===== config.mk =====
export PLATFORM = sky130hd
export DESIGN_NAME = minute_watchdog
export DESIGN_NICKNAME = d
export VERILOG_FILES = /design/src/rtl/mwd_pkg.sv /design/src/rtl/mwd_datapath.sv /design/src/rtl/mwd_ctrl.sv /design/src/rtl/minute_watchdog.sv
export SDC_FILE = /design/constraint.sdc
export NUM_CORES = 1
export LEC_CHECK = 0
export ABC_CLOCK_PERIOD_IN_PS = 5600
export BUFFER_PORTS_ARGS = -buffer_cell sky130_fd_sc_hd__buf_2
export CORE_MARGIN = 5
export CORE_UTILIZATION = 60
export DETAILED_ROUTE_END_ITERATION = 8
export GPL_TIMING_DRIVEN = 0
export PLACE_DENSITY = 0.91
export SLEW_MARGIN = 20
export SYNTH_ARGS = -nofsm -noshare
export SYNTH_HDL_FRONTEND = slang
export SYNTH_SLANG_ARGS = --single-unit

===== constraint.sdc =====
create_clock -name clk -period 5.6 [get_ports clk]
set_clock_uncertainty 0.1 [all_clocks]
set_input_delay 0.56 -clock clk [delete_from_list [all_inputs] [get_ports clk]]
set_output_delay 0.56 -clock clk [all_outputs]
set_load 0.05 [all_outputs]

===== src/rtl/mwd_pkg.sv =====
package mwd_pkg;
  typedef struct packed {
    logic loadTimeout;
    logic restart;
    logic secStep;
    logic pulseStart;
    logic pulseStep;
  } mwdStrobe_t;

  typedef struct packed {
    logic armed;
    logic lastStep;
    logic pulseLast;
  } mwdStatus_t;
endpackage


===== src/rtl/mwd_datapath.sv =====
module mwd_datapath
  import mwd_pkg::*;
#(
  parameter int CNT_W       = 8,
  parameter int PRESCALE    = 60,
  parameter int PULSE_TICKS = 250
) (
  input  logic             clk,
  input  logic             rstN,
  input  mwdStrobe_t       stb,
  input  logic [CNT_W-1:0] wrData,
  output mwdStatus_t       status
);
  localparam int PRE_W = $clog2(PRESCALE);
  localparam int PUL_W = $clog2(PULSE_TICKS);
  localparam logic [PRE_W-1:0] PRE_LAST = PRE_W'(PRESCALE - 1);
  localparam logic [PUL_W-1:0] PUL_LAST = PUL_W'(PULSE_TICKS - 1);

  logic [CNT_W-1:0] timeoutReg;
  logic [CNT_W-1:0] count;
  logic [PRE_W-1:0] presc;
  logic [PUL_W-1:0] pulseCnt;

  always_ff @(posedge clk or negedge rstN) begin
    if (!rstN) timeoutReg <= '0;
    else if (stb.loadTimeout) timeoutReg <= wrData;
  end

  always_ff @(posedge clk or negedge rstN) begin
    if (!rstN) begin
      count <= '0;
      presc <= '0;
    end else if (stb.restart) begin
      count <= stb.loadTimeout ? wrData : timeoutReg;
      presc <= '0;
    end else if (stb.secStep) begin
      if (presc == PRE_LAST) begin
        presc <= '0;
        count <= count - 1'b1;
      end else begin
        presc <= presc + 1'b1;
      end
    end
  end

  always_ff @(posedge clk or negedge rstN) begin
    if (!rstN) pulseCnt <= '0;
    else if (stb.pulseStart) pulseCnt <= '0;
    else if (stb.pulseStep) pulseCnt <= pulseCnt + 1'b1;
  end

  assign status.armed     = (count != '0);
  assign status.lastStep  = (count == CNT_W'(1)) && (presc == PRE_LAST);
  assign status.pulseLast = (pulseCnt == PUL_LAST);

  p_presc_range_r2: assert property (@(posedge clk) disable iff (!rstN)
    presc < PRE_W'(PRESCALE));

  p_restart_clears_presc_r2: assert property (@(posedge clk) disable iff (!rstN)
    stb.restart |=> presc == '0);

  p_zero_hold_r8: assert property (@(posedge clk) disable iff (!rstN)
    (count == '0 && !stb.restart) |=> count == '0);

  p_count_step_r2: assert property (@(posedge clk) disable iff (!rstN)
    !stb.restart |=> (count == $past(count) || count == $past(count) - 1'b1));

  p_restart_reload_r10: assert property (@(posedge clk) disable iff (!rstN)
    (stb.restart && !stb.loadTimeout) |=> count == $past(timeoutReg));
endmodule


===== src/rtl/mwd_ctrl.sv =====
module mwd_ctrl
  import mwd_pkg::*;
(
  input  logic       clk,
  input  logic       rstN,
  input  logic       secTick,
  input  logic       msTick,
  input  logic       serIrq,
  input  logic       kbmIrq,
  input  logic       wrEn,
  input  logic       wrSel,
  input  logic [3:0] cfgData,
  input  mwdStatus_t status,
  output mwdStrobe_t stb,
  output logic       wdoN,
  output logic       smiReq,
  output logic       sciReq
);
  logic serEn, kbmEn, smiEn, sciEn;
  logic serPrev, kbmPrev;
  logic pulseActive;
  logic serRise, kbmRise, expire;

  always_ff @(posedge clk or negedge rstN) begin
    if (!rstN) begin
      serEn <= 1'b0;
      kbmEn <= 1'b0;
      smiEn <= 1'b0;
      sciEn <= 1'b0;
    end else if (wrEn && wrSel) begin
      serEn <= cfgData[0];
      kbmEn <= cfgData[1];
      smiEn <= cfgData[2];
      sciEn <= cfgData[3];
    end
  end

  always_ff @(posedge clk or negedge rstN) begin
    if (!rstN) begin
      serPrev <= 1'b0;
      kbmPrev <= 1'b0;
    end else begin
      serPrev <= serIrq;
      kbmPrev <= kbmIrq;
    end
  end

  always_comb begin
    serRise         = serIrq && !serPrev;
    kbmRise         = kbmIrq && !kbmPrev;
    stb.loadTimeout = wrEn && !wrSel;
    stb.restart     = stb.loadTimeout || (serEn && serRise) || (kbmEn && kbmRise);
    stb.secStep     = secTick && status.armed && !stb.restart;
    expire          = stb.secStep && status.lastStep;
    stb.pulseStart  = expire;
    stb.pulseStep   = pulseActive && msTick;
  end

  always_ff @(posedge clk or negedge rstN) begin
    if (!rstN) begin
      pulseActive <= 1'b0;
      smiReq      <= 1'b0;
      sciReq      <= 1'b0;
    end else begin
      if (expire) pulseActive <= 1'b1;
      else if (stb.pulseStep && status.pulseLast) pulseActive <= 1'b0;
      smiReq <= expire && smiEn;
      sciReq <= expire && sciEn;
    end
  end

  assign wdoN = !pulseActive;

  p_start_on_expire_r7: assert property (@(posedge clk) disable iff (!rstN)
    $rose(pulseActive) |-> $past(expire));

  p_end_on_ms_r7: assert property (@(posedge clk) disable iff (!rstN)
    $fell(pulseActive) |-> $past(msTick));

  p_smi_gated_r9: assert property (@(posedge clk) disable iff (!rstN)
    smiReq |-> ($past(smiEn) && pulseActive));

  p_sci_gated_r9: assert property (@(posedge clk) disable iff (!rstN)
    sciReq |-> ($past(sciEn) && pulseActive));
endmodule


===== src/rtl/minute_watchdog.sv =====
module minute_watchdog
  import mwd_pkg::*;
#(
  parameter int CNT_W       = 8,
  parameter int PRESCALE    = 60,
  parameter int PULSE_TICKS = 250
) (
  input  logic             clk,
  input  logic             rstN,
  input  logic             secTick,
  input  logic             msTick,
  input  logic             serIrq,
  input  logic             kbmIrq,
  input  logic             wrEn,
  input  logic             wrSel,
  input  logic [CNT_W-1:0] wrData,
  output logic             wdoN,
  output logic             smiReq,
  output logic             sciReq
);
  mwdStrobe_t stb;
  mwdStatus_t status;

  mwd_ctrl u_ctrl (
    .clk     (clk),
    .rstN    (rstN),
    .secTick (secTick),
    .msTick  (msTick),
    .serIrq  (serIrq),
    .kbmIrq  (kbmIrq),
    .wrEn    (wrEn),
    .wrSel   (wrSel),
    .cfgData (wrData[3:0]),
    .status  (status),
    .stb     (stb),
    .wdoN    (wdoN),
    .smiReq  (smiReq),
    .sciReq  (sciReq)
  );

  mwd_datapath #(
    .CNT_W       (CNT_W),
    .PRESCALE    (PRESCALE),
    .PULSE_TICKS (PULSE_TICKS)
  ) u_dp (
    .clk    (clk),
    .rstN   (rstN),
    .stb    (stb),
    .wrData (wrData),
    .status (status)
  );
endmodule


Word-level counts from Yosys, hierarchy flattened
Cells that the tools add are included.
- add/sub/neg operators: 3
- equality and inequality tests: 3
- multiplexer cells: 11
- reductions and logical operators: 27
- operator list (cell ; number):
    2-to-1 mux 8 bit ; 6
    2-to-1 mux 6 bit ; 3
    logical AND 1 bit ; 14
    adder 8 x 1 -> 8 bit (second input constant) ; 1
    equality test 8 x 1 -> 1 bit (second input constant) ; 1
    equality test 8 bit (second input constant) ; 1
    nonzero test 2 bit ; 4
    nonzero test 8 bit ; 1
    subtractor 8 x 1 -> 8 bit (second input constant) ; 1
    adder 6 x 1 -> 6 bit (second input constant) ; 1
    equality test 6 bit (second input constant) ; 1
    zero test 1 bit ; 5
    logical OR 1 bit ; 2
    2-to-1 mux 1 bit ; 2
    AND reduction 2 bit ; 1
- flip-flop bits (word level): 39
- input bits: 16
- output and inout bits: 3
- logic and storage cells: 57

Depth between registers and ports, before layout
Gate-level depths: netlist (run 1).
- depth after elaboration: 9
- mapped depth: 8
- depth with buffers taken out: 6

Modules after synthesis
Synthesis (run 1) repeated with hierarchy kept, for this count alone.
- cells, all modules: 188
- area total of the unflattened synthesis: 1981.9 µm²
- modules (own cells, without submodules) (module ; instances ; cells each ; area an instance (µm²) ; seq. area each (µm²)):
    mwd_datapath ; 1 ; 159 ; 1586.5 ; 750.7
    mwd_ctrl ; 1 ; 29 ; 395.4 ; 225.2

Worst setup path after synthesis (run 1)
No wires, ideal clock.
- path kind: reg-to-reg
- start: register u_dp.count[0]
- end: register u_dp.count[3]
- library setup time: 82 ps
- data arrival time: 1831 ps
- required time: 5418 ps
- setup slack: 3587 ps
- cell stages (with the launch flop): 8
- buffers on the path: 1
- period minus slack after synthesis: 2013 ps
- path through: dfrtp_1 -> inv_1 -> ha_1 -> nor3b_1 -> and2_1 -> buf_2 -> or4b_2 -> a31oi_1
- longest elaborated chain between the ends: 5
- elaborated cells on any way between the ends: 9
- those cells by class: add/sub (1); mux (3); reduce/logical (5)
- RTL lines (item ; line ; text):
    start, declared ; mwd_datapath.sv:20 ; logic [CNT_W-1:0] count;
    start signal, assigned ; mwd_datapath.sv:34 ; count <= stb.loadTimeout ? wrData : timeoutReg;
    start signal, assigned ; mwd_datapath.sv:39 ; count <= count - 1'b1;
    branches (longest 5 deep; another with subtractor 8 x 1 -> 8 bit) ; n/a ;
Several ways; the timed one is not identified. The select of a mux whose other input is x is not followed.
A chain may end at the register's enable or synchronous reset.

Worst setup path after layout (run 1)
- start: register u_dp.count[0]
- end: register u_dp.pulseCnt[1]
- longest elaborated chain between the ends: 5
- elaborated cells on any way between the ends: 8
- those cells by class: eq/ne (1); mux (1); reduce/logical (6)
- RTL lines (item ; line ; text):
    nonzero test 8 bit ; mwd_datapath.sv:52 ; assign status.armed = (count != '0);
    logical AND 1 bit (2 in a row) ; mwd_ctrl.sv:53 ; stb.secStep = secTick && status.armed && !stb.restart;
    logical AND 1 bit (*) ; mwd_ctrl.sv:54 ; expire = stb.secStep && status.lastStep;
    2-to-1 mux 8 bit or nonzero test 2 bit (tied branches) ; n/a ;
    end signal, assigned ; mwd_datapath.sv:49 ; else if (stb.pulseStep) pulseCnt <= pulseCnt + 1'b1;
    end, declared ; mwd_datapath.sv:22 ; logic [PUL_W-1:0] pulseCnt;
Mark *: on every way between the ends. The rest lies on a longest branch, timed or not.

==> results.toml, run 1 <==
[critical_path]
r2r_cells = 8
reg2reg_from = "u_dp.count[0]"
timing.rr.end = "u_dp.pulseCnt[1]"
critPathKind = "reg2reg"
r2r_slack_ns = 3.37
crit_start = "u_dp.count[0]"
crit_required_ns = 5.76
startpoint_type = "register"
arrival_ns = 2.38
crit_fanout = 10
cp-end-kind = "register"

[global_routing]
gr-total-overflow = 0
grt_pass1_wl_mm = 6.73
grt_pass1_vias = 1458
grt_antenna_before_repair = 0
grt_max_degree = 40
grt.total_usage_pct = 19.7

[clock_tree]
cts_tree = "yes"
numCtsBuffers = 5
h-tree-depth = 2
clkTransAtPathRegs_ns = 0.12
clk_latency_ns = 0.36
cts_hold_buffers = 0
cts.sinks = 39
postCtsSetupBuffers = 0
cts-resized-gates = 0
clock_path_buffers = 2
clock-root-buffer = "clkbuf_4"

[logic_synthesis]
yosysSeqAreaShare_pct = 49.5
syn_nets = 210
syn-cell-area_um2 = 1970
yosys_most_used_dff = "dfrtp_1"
synth_cell_types = 42
synth_edf_count = 0
avgSynthCellArea_um2 = 10.5
synth-seq-cells = 39
synthCells = 188
ys.warnings.count = 0
synthArstFlopShare_pct = 100

[sta]
finalCritPeriodShare_pct = 39.7
setup_viol = 0
finalHoldViolations = 0
drv_slew = 0
max_slew_margin_pct = 44.7
fmax_mhz = 449
rsz0062_at_grt = "no"
worst_pin_slew_ns = 0.830
layout_min_cycle_time_ns = 2.23
setup_tns_ns = 0

[final_layout]
fin_area_um2 = 2200
nets = 235
area_growth_pct = 11.6
diodes = 0
drive_gt1_share_pct = 22.9

[placement]
place_hpwl_mm = 2.76
placedInstanceArea_um2 = 2120
routabilityCongestion = 0.857
numPortBuffers = 18

[power]
power_leakage_uw = 0.000942
peakVddDrop_uv = 243
total_power_uw = 630
powerDensity_nw_per_um2 = 287

[drt]
wire_per_inst_um = 15.2
drt_iter0_drc = 126
via_per_inst = 5.96
drcViolationCount = 0
drt_first_pass_iters = 4
drt-total-wl_mm = 3.93
final_antenna_net_count = 0
via_count = 1538

[floorplan]
coreArea_um2 = 3100
die_w_um = 67.3
io-pin-count = 19
rows = 20
dieHeight_um = 67.3
initial_core_util_pct = 63.5
die_area_um2 = 4530

[min_path]
hp-class = "in2async"

[run_status]
outcome = "complete, no violations"

[run]
max_cap_viol_count = 0
cell usage in the layout, fill, tap and decap left out, types with 6 or more instances in the layout:
cell and n:
a311oi_1 7, a31oi_1 6, buf_2 21, dfrtp_1 39
ha_1 6, inv_1 9, mux2_2 12, nand2_1 8
nand3_1 7, nor2_1 23
cell usage after synthesis, types with 2 or more instances:
master | number | area (µm²)
a41oi_1 | 2 | 17.5
nand3b_1 | 4 | 30.0
nor2_1 | 23 | 86.3
xor2_1 | 2 | 17.5
and2_1 | 4 | 25.0
o21ai_0 | 5 | 25.0
a21oi_1 | 5 | 25.0
dfrtp_1 | 39 | 976
a211oi_1 | 2 | 15.0
xnor2_1 | 5 | 43.8
clkbuf_1 | 4 | 15.0
nand4b_1 | 2 | 17.5
ha_1 | 6 | 75.1
and3_1 | 2 | 12.5
nor4_2 | 2 | 25.0
a311oi_1 | 7 | 61.3
buf_2 | 3 | 15.0
a31oi_1 | 6 | 37.5
mux2_2 | 12 | 135
nand4_1 | 4 | 25.0
nand2_1 | 8 | 30.0
inv_1 | 9 | 33.8
nand3_1 | 7 | 35.0
nand2b_1 | 2 | 12.5
nor3_1 | 5 | 25.0
or4_4 | 2 | 22.5
metal layers:
layer	share of wire, %	GRT usage [%]	up-vias	wire length (µm)
li1	-	-	738	-
met1	43	24.6	743	1710
met2	50	33.7	49	1980
met3	5.1	4.16	8	200
met4	1.0	7.09	0	40
met5	0	0	-	0
how the worst max path moves through the flow:
stage	endpoint	slack [ns]	cells after the start
global placement	u_dp.pulseCnt[1]	3.37	7
global route	u_dp.pulseCnt[1]	3.15	8
floorplan	u_dp.count[3]	3.59	7
finish	u_dp.pulseCnt[1]	3.37	8
CTS	u_dp.pulseCnt[1]	3.37	8
detailed placement	u_dp.pulseCnt[1]	3.30	7
worst max-delay path, stage by stage, from the launching register on:
cell      delay [ns]
dfrtp_1         0.42
inv_1           0.11
ha_1            0.20
nor3b_1         0.38
and2_1          0.18
buf_2           0.19
nor4_1          0.10
buf_2           0.20
a311oi_1        0.27
stage by stage:
stage,cells,util (%),hold WS (ns),worst slack [ns]
after floorplan,188,-,0.164,3.59
after global placement,250,68.2,0.357,3.37
after detailed placement,250,68.2,0.365,3.30
after CTS,258,70.9,0.206,3.37
after global routing,258,70.9,0.200,3.15
final,258,70.9,0.189,3.37
area by class of cell:
class                           instances  area [µm²]
Buffer                                  7        30.0
Clock buffer                            5        37.5
Clock inverter                          3        46.3
Fill cell                             234         903
Inverter                                9        33.8
Multi-Input combinational cell        133         931
Sequential cell                        39         976
Tap cell                               44        55.1
Timing Repair Buffer                   18        90.1
power breakdown:
part / internal (µW) / switching, µW
Sequential: 312 / 26.3
Clock: 95.3 / 98.1
Combinational: 44.4 / 54.6
Total: 451 / 179
kinds of logic (layout without fill, tap and decap cells):
kind of cell	Yosys count	count (layout)	synth area share (%)
xor+xnor	7	7	3.11
buf+inv	16	42	3.24
mux	13	13	7.37
simple gates	75	75	21.5
compound gates	32	32	11.4
flops	39	39	49.5
fa+ha+maj	6	6	3.81
sequential cells by signal (all words and copies together) (netlist names):
register / flops
u_ctrl.kbmEn: 1
u_ctrl.kbmPrev: 1
u_ctrl.pulseActive: 1
u_ctrl.sciEn: 1
u_ctrl.sciReq: 1
u_ctrl.serEn: 1
u_ctrl.serPrev: 1
u_ctrl.smiEn: 1
u_ctrl.smiReq: 1
u_dp.count: 8
u_dp.presc: 6
u_dp.pulseCnt: 8
u_dp.timeoutReg: 8
Power figures use the tool's default switching activity.
==> inputs of run 2 (changes only) <==
--- a/config.mk
+++ b/config.mk
@@ -5,13 +5,14 @@
 export SDC_FILE = /design/constraint.sdc
 export NUM_CORES = 1
 export LEC_CHECK = 0
-export ABC_CLOCK_PERIOD_IN_PS = 5600
+export ABC_AREA = 1
+export ABC_CLOCK_PERIOD_IN_PS = 2200
 export BUFFER_PORTS_ARGS = -buffer_cell sky130_fd_sc_hd__buf_2
 export CORE_MARGIN = 5
-export CORE_UTILIZATION = 60
+export CORE_UTILIZATION = 59
 export DETAILED_ROUTE_END_ITERATION = 8
 export GPL_TIMING_DRIVEN = 0
-export PLACE_DENSITY = 0.91
+export PLACE_DENSITY = 0.89
 export SLEW_MARGIN = 20
 export SYNTH_ARGS = -nofsm -noshare
 export SYNTH_HDL_FRONTEND = slang
==> constraint.sdc (replaced) <==
create_clock -name clk -period 2.2 [get_ports clk]
set_clock_uncertainty 0.1 [all_clocks]
set_input_delay 0.22 -clock clk [delete_from_list [all_inputs] [get_ports clk]]
set_output_delay 0.22 -clock clk [all_outputs]
set_load 0.05 [all_outputs]
==> run 2 against run 1 <==
Against the previous run: global-route usage shrank 0.83 points; via count is 16% higher; critical path depth is 1 higher; routed wire length up 8.5%; clock power increased to 3.2 times the previous value; combinational power grew to 9.2 times the previous value; utilization decreased by 1.9 points; hold slack got worse by 0.11 ns; die area grew 12%; largest cell class is now multi-input combinational cells.
==> results.toml, run 2 <==
[run_status]
outcome = "complete, no violations"

[logic_synthesis]
synth_edf_count = 0
avgSynthCellArea_um2 = 8.01
yosys.area.top_type = "dfrtp_1"
synth-seq-cells = 39
synthSimpleGateAreaFrac_pct = 33.4
synth_compound_area_share_pct = 6.80
synth-xor-area-share_pct = 2.38
netlist_top_cells_area = "dfrtp_1 (44%), nand2_1 (14%), inv_1 (6.6%)"
synth_top_cell_area_share_pct = 44.2
synthCells = 276
syn-cell-area_um2 = 2210
synthArstFlopShare_pct = 100
yosysSeqAreaShare_pct = 44.2
yosys-mux-area-fraction_pct = 0
synth_cell_types = 27
yosys_most_used_dff = "dfrtp_1"
syn_nets = 298
ys.warnings.count = 0
netlist_top_cells_count = "nand2_1 (80), dfrtp_1 (39), inv_1 (39)"
yosysMostFrequentCell = "nand2_1"
synth_fa_ha_area_share_pct = 3.40
synth_top_family_by_area = "simple AND/OR/NAND/NOR gates"

[critical_path]
crit_fanout = 10
reg2reg_from = "u_dp.count[0]"
timing.rr.end = "u_dp.count[2]"
crit_required_ns = 2.29
cp-end-kind = "register"
crit_path_end = "u_dp.count[2]"
arrival_ns = 1.83
r2r_cells = 9
startpoint_type = "register"
critPathKind = "reg2reg"
crit_start = "u_dp.count[0]"
r2r_slack_ns = 0.45

[floorplan]
initial_core_util_pct = 60.8
rows = 22
io-pin-count = 19
dieHeight_um = 71.2
die_w_um = 71.2
coreArea_um2 = 3630
die_area_um2 = 5070

[final_layout]
area_growth_pct = 13.5
top_regs = "u_dp.count x8, u_dp.pulseCnt x8, u_dp.timeoutReg x8"
instances_no_fill = 353
most-common-layout-cells = "nand2_1 (80), inv_1 (39), dfrtp_1 (39)"
final_common_cell = "nand2_1"
drive_gt1_share_pct = 19.0
nets = 326
diodes = 0

[global_routing]
grt_max_degree = 40
grt_pass1_vias = 1802
gr-total-overflow = 0
grt_pass1_wl_mm = 7.48
grt_antenna_before_repair = 0
grt.total_usage_pct = 18.9

[clock_tree]
clock_path_buffers = 2
clkTransAtPathRegs_ns = 0.08
h-tree-depth = 2
clock-root-buffer = "clkbuf_8"
cts.sinks = 39
numCtsBuffers = 5
cts_tree = "yes"
clk_latency_ns = 0.30
cts-resized-gates = 0

[min_path]
hp-class = "in2reg"

[drt]
final_antenna_net_count = 0
drt_first_pass_iters = 5
drcViolationCount = 0
drt-total-wl_mm = 4.26
drt_iter0_drc = 91
via_per_inst = 5.05
via_count = 1782
wire_per_inst_um = 12.1

[power]
powerDensity_nw_per_um2 = 1040
peakVddDrop_uv = 677
power_leakage_uw = 0.00137
total_power_uw = 2600

[placement]
placed_cells = 342
numPortBuffers = 18
place_hpwl_mm = 3.17
routabilityCongestion = 0.833

[sta]
max_slew_margin_pct = 44.5
rsz0062_at_grt = "no"
setup_tns_ns = 0
finalHoldViolations = 0
finalCritPeriodShare_pct = 79.4
layout_min_cycle_time_ns = 1.75
worst_pin_slew_ns = 0.832
drv_slew = 0
setup_viol = 0
fmax_mhz = 573

[run]
max_cap_viol_count = 0
-- run 2: worst min path at each step --
stage / end / slack [ns] / start / depth (start not counted)
final: u_dp.timeoutReg[4] / 0.08 / wrData[4] / 3
after global routing: u_dp.timeoutReg[4] / 0.08 / wrData[4] / 3
after floorplan: u_ctrl.kbmEn / -0.18 / rstN / 0
after CTS: u_dp.timeoutReg[4] / 0.07 / wrData[4] / 3
after detailed placement: u_ctrl.serPrev / 0.25 / serIrq / 1
after global placement: u_ctrl.serPrev / 0.24 / serIrq / 1
-- run 2: cell families after synthesis --
logic type                 after synthesis
and+or+nand+nor                        153
buffers and inverters                   48
DFF                                     39
AOI/OAI and AO/OA                       24
xor gates and xnor gates                 6
adders and majority gates                6
-- run 2: what timing repair did --
| item | CTS | global route |
|---|---|---|
| setup buffers | 0 | 0 |
| endpoints found under the setup margin | 0 | 0 |
| hold buffers | 3 | 0 |
| hold endpoints to repair | 41 | 0 |
-- run 2: worst max-delay path: stages (launching register included) --
cell and delay (ns):
dfrtp_1 0.42, inv_1 0.17, ha_1 0.17, nor3b_1 0.22, nand2_2 0.11, nand3_4 0.11
nand2_4 0.07, buf_12 0.14, nand2_1 0.06, o21ai_2 0.05
-- run 2: final cells by class --
cell class	instances	area (µm²)
plain buffers	4	53.8
clock buffers	6	82.6
clock inverters	2	35.0
fillers	297	1130
inverters	44	165
multi-input cells	189	1010
flip-flops and latches	39	976
well taps	48	60.1
repair buffers	21	120
-- run 2: layer usage --
| layer | vias to the layer above | part of all wire [%] | GRT usage [%] |
|---|---|---|---|
| met4 | 0 | 1.9 | 9.19 |
| met1 | 825 | 43 | 20.5 |
| met3 | 9 | 4.1 | 5.11 |
| li1 | 917 | - | - |
| met2 | 31 | 51 | 33.7 |
| met5 | - | 0 | 0 |
-- run 2: where the power goes --
part | internal, µW | total (µW) | switching [µW]
clock | 367 | 626 | 259
combinational | 344 | 914 | 570
sequential | 900 | 1060 | 163
-- run 2: stage by stage --
| step | area (µm²) | utilization (%) | hold WS (ns) | setup slack, ns |
|---|---|---|---|---|
| global placement | 2360 | 64.9 | 0.241 | 0.463 |
| floorplan | 2210 | - | -0.176 | 0.613 |
| CTS | 2510 | 69.0 | 0.0708 | 0.449 |
| finish | 2510 | 69.0 | 0.0787 | 0.454 |
| global route | 2510 | 69.0 | 0.0766 | 0.286 |
| detailed placement | 2360 | 64.9 | 0.251 | 0.462 |
